`config.mk`:
```
export PLATFORM = sky130hd
export DESIGN_NAME = tt_slice_alu
export DESIGN_NICKNAME = d
export VERILOG_FILES = /design/src/rtl/tt_alu_pkg.sv /design/src/rtl/tt_gen_unit.sv /design/src/rtl/tt_carry_cell.sv /design/src/rtl/tt_alu_slice.sv /design/src/rtl/tt_slice_alu.sv
export SDC_FILE = /design/constraint.sdc
export NUM_CORES = 1
export LEC_CHECK = 0
export CAP_MARGIN = 10
export CORE_ASPECT_RATIO = 0.75
export CORE_MARGIN = 5
export CORE_UTILIZATION = 30
export DETAILED_ROUTE_END_ITERATION = 10
export PLACE_DENSITY = 0.68
export SYNTH_ARGS = -nofsm -noshare
export SYNTH_HDL_FRONTEND = slang
export SYNTH_SLANG_ARGS = --single-unit
export TNS_END_PERCENT = 10
```
`constraint.sdc`:
```
create_clock -name clk -period 5.45 [get_ports clk]
set_clock_uncertainty 0.15 [all_clocks]
set_input_delay 0.545 -clock clk [delete_from_list [all_inputs] [get_ports clk]]
set_output_delay 0.545 -clock clk [all_outputs]
set_load 0.01 [all_outputs]
```
`src/rtl/tt_alu_pkg.sv`:
```
// Package: shared widths and the truth-table codes used by the ALU.
// Assumes code bit index = {first input, second input}.
package tt_alu_pkg;
    localparam int CODE_W = 4;
    typedef logic [CODE_W-1:0] tt_code_t;

    localparam tt_code_t TT_NOR      = 4'd1;   // ~x & ~y
    localparam tt_code_t TT_NOT_X    = 4'd3;   // ~x
    localparam tt_code_t TT_X_ANDN_Y = 4'd4;   // x & ~y
    localparam tt_code_t TT_XOR      = 4'd6;   // x ^ y
    localparam tt_code_t TT_AND      = 4'd8;   // x & y
    localparam tt_code_t TT_XNOR     = 4'd9;   // ~(x ^ y)
    localparam tt_code_t TT_PASS_X   = 4'd12;  // x
    localparam tt_code_t TT_OR       = 4'd14;  // x | y
endpackage

```
`src/rtl/tt_gen_unit.sv`:
```
// Generic function unit: a 4-to-1 mux whose select is {x, y} and whose
// data inputs are the 4-bit code, so any function of x and y is reachable.
// Assumes: purely combinational, no state.
module tt_gen_unit
    import tt_alu_pkg::*;
(
    input  tt_code_t code_i,
    input  logic     x_i,
    input  logic     y_i,
    output logic     f_o
);
    logic [1:0] sel;

    // Build the select index from the two data bits
    always_comb sel = {x_i, y_i};

    // Mux the selected truth-table bit out
    always_comb begin
        unique case (sel)
            2'b00:   f_o = code_i[0];
            2'b01:   f_o = code_i[1];
            2'b10:   f_o = code_i[2];
            default: f_o = code_i[3];
        endcase
    end
endmodule

```
`src/rtl/tt_carry_cell.sv`:
```
// Carry cell: next carry = (P & C) | (~P & ~K). Serves both carry and
// borrow, depending on how P and K were programmed.
// Assumes: purely combinational ripple element.
module tt_carry_cell (
    input  logic p_i,
    input  logic k_i,
    input  logic c_i,
    output logic c_o
);
    // Propagate the incoming carry, or generate when neither P nor K
    always_comb c_o = (p_i & c_i) | (~p_i & ~k_i);
endmodule

```
`src/rtl/tt_alu_slice.sv`:
```
// One bit of the ALU: propagate, kill and result generic units plus a
// carry cell. Assumes the codes are shared by every slice.
module tt_alu_slice
    import tt_alu_pkg::*;
(
    input  logic     a_i,
    input  logic     b_i,
    input  logic     c_i,
    input  tt_code_t prop_code_i,
    input  tt_code_t kill_code_i,
    input  tt_code_t res_code_i,
    output logic     r_o,
    output logic     c_o
);
    logic p_bit;
    logic k_bit;

    tt_gen_unit u_prop (
        .code_i (prop_code_i),
        .x_i    (a_i),
        .y_i    (b_i),
        .f_o    (p_bit)
    );

    tt_gen_unit u_kill (
        .code_i (kill_code_i),
        .x_i    (a_i),
        .y_i    (b_i),
        .f_o    (k_bit)
    );

    tt_gen_unit u_res (
        .code_i (res_code_i),
        .x_i    (p_bit),
        .y_i    (c_i),
        .f_o    (r_o)
    );

    tt_carry_cell u_carry (
        .p_i (p_bit),
        .k_i (k_bit),
        .c_i (c_i),
        .c_o (c_o)
    );
endmodule

```
`src/rtl/tt_slice_alu.sv`:
```
// Top: WIDTH slices with a ripple carry from bit 0 upward, followed by a
// registered output stage with synchronous active-low reset.
// Assumes codes and operands are stable around the rising clock edge.
module tt_slice_alu
    import tt_alu_pkg::*;
#(
    parameter int WIDTH = 8
) (
    input  logic             clk,
    input  logic             rst_n,
    input  logic [WIDTH-1:0] a_i,
    input  logic [WIDTH-1:0] b_i,
    input  logic             carry_in_i,
    input  tt_code_t         prop_code_i,
    input  tt_code_t         kill_code_i,
    input  tt_code_t         res_code_i,
    output logic [WIDTH-1:0] result_o,
    output logic             carry_o
);
    localparam int EXT_W = WIDTH + 1;

    logic [WIDTH:0]   chain;
    logic [WIDTH-1:0] res_comb;

    // Feed the external carry/borrow into bit 0
    always_comb chain[0] = carry_in_i;

    for (genvar gi = 0; gi < WIDTH; gi++) begin : g_slice
        tt_alu_slice u_slice (
            .a_i         (a_i[gi]),
            .b_i         (b_i[gi]),
            .c_i         (chain[gi]),
            .prop_code_i (prop_code_i),
            .kill_code_i (kill_code_i),
            .res_code_i  (res_code_i),
            .r_o         (res_comb[gi]),
            .c_o         (chain[gi+1])
        );
    end

    // Register result and top carry; clear on synchronous reset
    always_ff @(posedge clk) begin
        if (!rst_n) begin
            result_o <= '0;
            carry_o  <= 1'b0;
        end else begin
            result_o <= res_comb;
            carry_o  <= chain[WIDTH];
        end
    end


    add_sum_chk: assert property (@(posedge clk) disable iff (!rst_n)
        (prop_code_i == TT_XOR && kill_code_i == TT_NOR && res_code_i == TT_XOR)
        |=> ({carry_o, result_o} ==
             (EXT_W'($past(a_i)) + EXT_W'($past(b_i)) + EXT_W'($past(carry_in_i)))));


    sub_diff_chk: assert property (@(posedge clk) disable iff (!rst_n)
        (prop_code_i == TT_XNOR && kill_code_i == TT_X_ANDN_Y && res_code_i == TT_XNOR)
        |=> ((result_o == WIDTH'($past(a_i) - $past(b_i) - WIDTH'($past(carry_in_i)))) &&
             (carry_o == (EXT_W'($past(a_i)) <
                          (EXT_W'($past(b_i)) + EXT_W'($past(carry_in_i)))))));


    and_route_chk: assert property (@(posedge clk) disable iff (!rst_n)
        (prop_code_i == TT_AND && res_code_i == TT_PASS_X)
        |=> (result_o == ($past(a_i) & $past(b_i))));


    or_route_chk: assert property (@(posedge clk) disable iff (!rst_n)
        (prop_code_i == TT_OR && res_code_i == TT_PASS_X)
        |=> (result_o == ($past(a_i) | $past(b_i))));


    incr_chk: assert property (@(posedge clk) disable iff (!rst_n)
        (prop_code_i == TT_PASS_X && kill_code_i == TT_NOT_X &&
         res_code_i == TT_XOR && carry_in_i)
        |=> ((result_o == WIDTH'($past(a_i) + 1'b1)) &&
             (carry_o == (&$past(a_i)))));


    hold_out_chk: assert property (@(posedge clk) disable iff (!rst_n)
        ($past(rst_n) && $stable(a_i) && $stable(b_i) && $stable(carry_in_i) &&
         $stable(prop_code_i) && $stable(kill_code_i) && $stable(res_code_i))
        |=> ($stable(result_o) && $stable(carry_o)));
endmodule

```
Yosys cells after proc, flatten, opt, wreduce, memory -nomap -nowiden:

Index checks and enable logic that the tools add are counted.

* register bits after elaboration: 9
* latch bits: 0
* RAM bits: 0
* memory bits (read-only): 0
* input port bits: 31
* output and inout port bits: 9
* word-level logic and storage cells: 114
* memories kept: 0

* $add $sub $neg: 0
* $mul: 0
* div/mod/pow operators: 0
* magnitude comparators: 0
* equality and inequality tests: 32
* shift operators: 0
* muxes and demuxes: 24
* bitwise gates (word level): 40
* reduce and logical (&&, ||, !) cells: 16

Operators by type and width (count)
* $pmux W1 S3: 24
* $eq A2 B1 Y1 const B: 16
* $eq A2 B2 Y1 const B: 16
* $logic_not A2 Y1: 16
* $and A1 B1 Y1: 16
* $not A1 Y1: 16
* $or A1 B1 Y1: 8

Logic depth before layout (Yosys ltp):

* depth after elaboration: 19
* mapped depth: 6
* mapped depth without buffers: 6

Modules after synthesis:

A second synthesis with hierarchy kept.

* cells, all modules: 58
* area total of the unflattened synthesis: 847.1 µm²

Modules (own cells, without submodules)
* tt_gen_unit: instances 24, cells an instance 1, area each 22.5 µm²
* tt_slice_alu: instances 1, cells an instance 18, area each 236.5 µm²
* tt_carry_cell: instances 8, cells an instance 2, area each 8.8 µm²

Least setup slack after synthesis:

Ideal clock, no wire load.

* path kind: input-to-reg
* start point: input b_i[4]
* end point: register result_o[7]
* library setup time: 0.121 ns
* data arrival time: 2.208 ns
* setup slack: 2.970 ns
* stages: 6
* cell sequence: mux4_2 -> nor2b_1 -> mux2_4 -> mux2_2 -> a31o_1 -> mux2_4

* longest elaborated chain between the ends: 11

Ends and longest elaborated chain
* start, declared: line tt_slice_alu.sv:12 `input logic [WIDTH-1:0] b_i,`
* $eq A2 B2 Y1 (tied with other cells): line tt_gen_unit.sv:19 `unique case (sel)`
* $pmux W1 S3: line tt_gen_unit.sv:19
* $not A1 Y1: line tt_carry_cell.sv:11 `always_comb c_o = (p_i & c_i) | (~p_i & ~k_i);`
* $and A1 B1 Y1: line tt_carry_cell.sv:11
* $or A1 B1 Y1 *: line tt_carry_cell.sv:11
* $and A1 B1 Y1 *: line tt_carry_cell.sv:11
* $or A1 B1 Y1 *: line tt_carry_cell.sv:11
* $and A1 B1 Y1 *: line tt_carry_cell.sv:11
* $or A1 B1 Y1 *: line tt_carry_cell.sv:11
* $eq A2 B2 Y1 (tied with other cells): line tt_gen_unit.sv:19
* $pmux W1 S3 *: line tt_gen_unit.sv:19
* end signal, assigned: line tt_slice_alu.sv:47 `result_o <= res_comb;`
* end, declared: line tt_slice_alu.sv:17 `output logic [WIDTH-1:0] result_o,`

Every way passes the cells marked *; elsewhere a longest branch is shown, timed or not.
A chain may end at the register's enable or synchronous reset.

Final worst setup path:

* start point: input prop_code_i[3]
* end point: register result_o[7]

* longest elaborated chain between the ends: 18

Ends and longest elaborated chain
* start, declared: line tt_slice_alu.sv:14 `input tt_code_t prop_code_i,`
* $pmux W1 S3: line tt_gen_unit.sv:19
* $not A1 Y1: line tt_carry_cell.sv:11
* $and A1 B1 Y1: line tt_carry_cell.sv:11
* $or A1 B1 Y1: line tt_carry_cell.sv:11
* $and A1 B1 Y1: line tt_carry_cell.sv:11
* $or A1 B1 Y1: line tt_carry_cell.sv:11
* $and A1 B1 Y1: line tt_carry_cell.sv:11
* $or A1 B1 Y1: line tt_carry_cell.sv:11
* (+2 left out)
* $and A1 B1 Y1: line tt_carry_cell.sv:11
* $or A1 B1 Y1: line tt_carry_cell.sv:11
* $and A1 B1 Y1: line tt_carry_cell.sv:11
* $or A1 B1 Y1: line tt_carry_cell.sv:11
* $and A1 B1 Y1: line tt_carry_cell.sv:11
* $or A1 B1 Y1: line tt_carry_cell.sv:11
* $eq A2 B2 Y1 (tied with other cells): line tt_gen_unit.sv:19
* $pmux W1 S3 *: line tt_gen_unit.sv:19

Marks and branches as above.

==> results.json <==
{
  "status": "completed",
  "p_int_uw": 212.1,
  "post_cts_buffers": 0,
  "gr-total-overflow": 0,
  "htreeDepth": 1,
  "synth_seq_area_share_pct": 17.14,
  "leakage_uw": 0.0005670,
  "clockPowerShare_pct": 25.0,
  "die_area_sq_um": 4799,
  "synthCells": 86,
  "port_buffers": 39,
  "hp-class": "primary input to flip-flop",
  "slowest_delay_ns": 0.60,
  "cpLargestDelayFamily": "multiplexers",
  "layout-drive-gt1-share_pct": 26.19,
  "routed_wl_um": 2958,
  "max-vdd-ir-drop_mv": 0.06044,
  "synth_fp_nets": 117,
  "coreArea_sq_um": 3333,
  "max_cap_viol_count": 0,
  "yosysWarnings": 0,
  "firstDrtPassIters": 4,
  "pwr-share-comb_pct": 49.1,
  "place_ws_ns": 2.325,
  "endpoint_kind": "flip-flop",
  "crit_type": "primary input to flip-flop",
  "fp.dieW_um": 78.35,
  "rows": 18,
  "grt_pass1_wl_um": 4940,
  "clock-sinks": 9,
  "path_max_fanout": 9,
  "hold_viol_final": 0,
  "slew_headroom_pct": 74.11,
  "die_h_um": 61.26,
  "arrival_ns": 2.88,
  "synth_area_sq_um": 1051,
  "vias": 917,
  "area.growth.synth_to_final_pct": 45.12,
  "grt_antenna_before_repair": 0,
  "ys_types": 24,
  "grt_max_degree": 10,
  "cts_resized": 0,
  "synth.avg_cell_area_sq_um": 12.22,
  "setup-violations-final": 0,
  "diodes": 0,
  "clock.fmax_ghz": 0.3435,
  "clk_path_buf_depth": 2,
  "nets": 158,
  "place_congestion": 0.7940,
  "worst_slack_ns": 2.539,
  "clock-root-buffer": "clkbuf_8",
  "viasPerCell": 5.524,
  "synthTopCellsByCount": "19 x mux4_2, 10 x mux2i_1, 9 x dfxtp_1",
  "route.detailed.drc": 0,
  "initial_core_util_pct": 31.53,
  "slew_viol_final": 0,
  "path_cells": "clkdlybuf4s50_1, mux4_2, nor2_1, a31oi_4, a32o_2, a31o_1, mux2_4",
  "dpl.hpwl_um": 2324,
  "finalPower_uw": 298.1,
  "rsz0062_at_grt": "false",
  "nFillCells": 316,
  "path_buf_inv": 1,
  "synth_seq_cells": 9,
  "cp-start-kind": "primary input",
  "yosys.area.top_type_share_pct": 40.71,
  "synth_ff_type": "dfxtp_1",
  "io_pins": 40,
  "synth_largest_area_cell": "mux4_2",
  "slowest_stage": "mux4_2",
  "tritoncts": "built",
  "place_area_sq_um": 1480,
  "synth_edf_count": 0,
  "synthArstFlopShare_pct": 0,
  "ys_top_cells_by_area": "mux4_2 41%, dfxtp_1 17%, mux2i_1 9.5%, mux2_2 5.4%, mux2_4 2.9%",
  "p_switching_uw": 85.99,
  "required_ns": 5.41,
  "drtAntennaViolNets": 0,
  "synth.most_common_cell": "mux4_2",
  "clk_pin_slew_ns": 0.04,
  "globalRouteTotalUtil_pct": 13.22,
  "tightest_slew_ns": 0.3871,
  "netSwitchingFraction_pct": 28.85,
  "pwr-share-seq_pct": 25.9,
  "first_global_vias": 974,
  "period_needed_ns": 2.911,
  "power.density_nw_per_um2": 195.4,
  "dr.first_iter.drc_count": 67,
  "cts_made_buffers": 3,
  "fin_area_sq_um": 1525,
  "avgRoutedWirePerCell_um": 17.82,
  "holdBufCountCts": 0,
  "finalCritPeriodShare_pct": 53.42,
  "totalNegativeSetupSlack_ns": 0
}
power by group through the flow:
| stage | logic [uW] | registers [uW] | clock network, uW |
|---|---|---|---|
| finish | 146 | 77.3 | 74.5 |
| detailed placement | 146 | 78.6 | 0 |
| CTS | 147 | 77.4 | 77.7 |
| global placement | 143 | 78.1 | 0 |
| floorplan | 79.6 | 83.2 | 0 |
| global route | 157 | 78.4 | 80.9 |
per-stage QoR:
| stage | cells | hold WS, ns | util [%] |
|---|---|---|---|
| floorplan | 86 | 0.5167 | - |
| global placement | 162 | 1.123 | 44.41 |
| detailed placement | 162 | 1.113 | 44.41 |
| CTS | 166 | 0.8753 | 45.76 |
| global route | 166 | 0.9226 | 45.76 |
| finish | 166 | 0.8791 | 45.76 |
final cells by class:
class	count	area [sq um]	area share [%]
clock buffer	4	45.04	2.953
inverter	3	11.26	0.7383
multi-input combinational	71	848.3	55.62
sequential	9	180.2	11.81
tap	40	50.05	3.281
timing repair buffer	39	390.4	25.59
kinds of logic after synthesis:
group	count (synthesis)	share of synthesized area [%]
multiplexers	36	58.45
flip-flops	9	17.14
AND/OR/NAND/NOR	21	11.19
AO/OA/AOI/OAI	14	11.07
buffers and inverters	6	2.143
sequential cells by signal, summed over array words and instances, names as in the netlist:
name and flops:
carry_o 1, result_o 8
routing by layer:
metal / share of wire (%) / vias to the layer above / track usage [%]
met4: 0.47 / 0 / 3.741
met5: 0 / - / 0
li1: - / 434 / -
met3: 7.4 / 2 / 2.778
met2: 47 / 37 / 21.95
met1: 45 / 444 / 17.87
cells in the final DEF, fill, tap and decap left out, drive strengths merged:
cell type	Yosys	final
mux2	7	7
inv	3	3
a22oi	1	1
a31o	1	1
clkbuf	3	4
and3	1	1
or2	1	1
and2	4	4
nor4	1	1
a211oi	3	3
a32o	1	1
nand2b	1	1
nand2	1	1
a21oi	3	3
a2111oi	1	1
nor2	8	8
mux2i	10	10
a31oi	1	1
and2b	1	1
mux4	19	19
dfxtp	9	9
o21ai	3	3
clkdlybuf4s50	0	39
nor2b	3	3
worst paths after layout:
check	from	end	cells after the start
setup / recovery	prop_code_i[3]	result_o[7]	7
hold / removal	rst_n	carry_o	3
(Power assumes the default switching activity.)
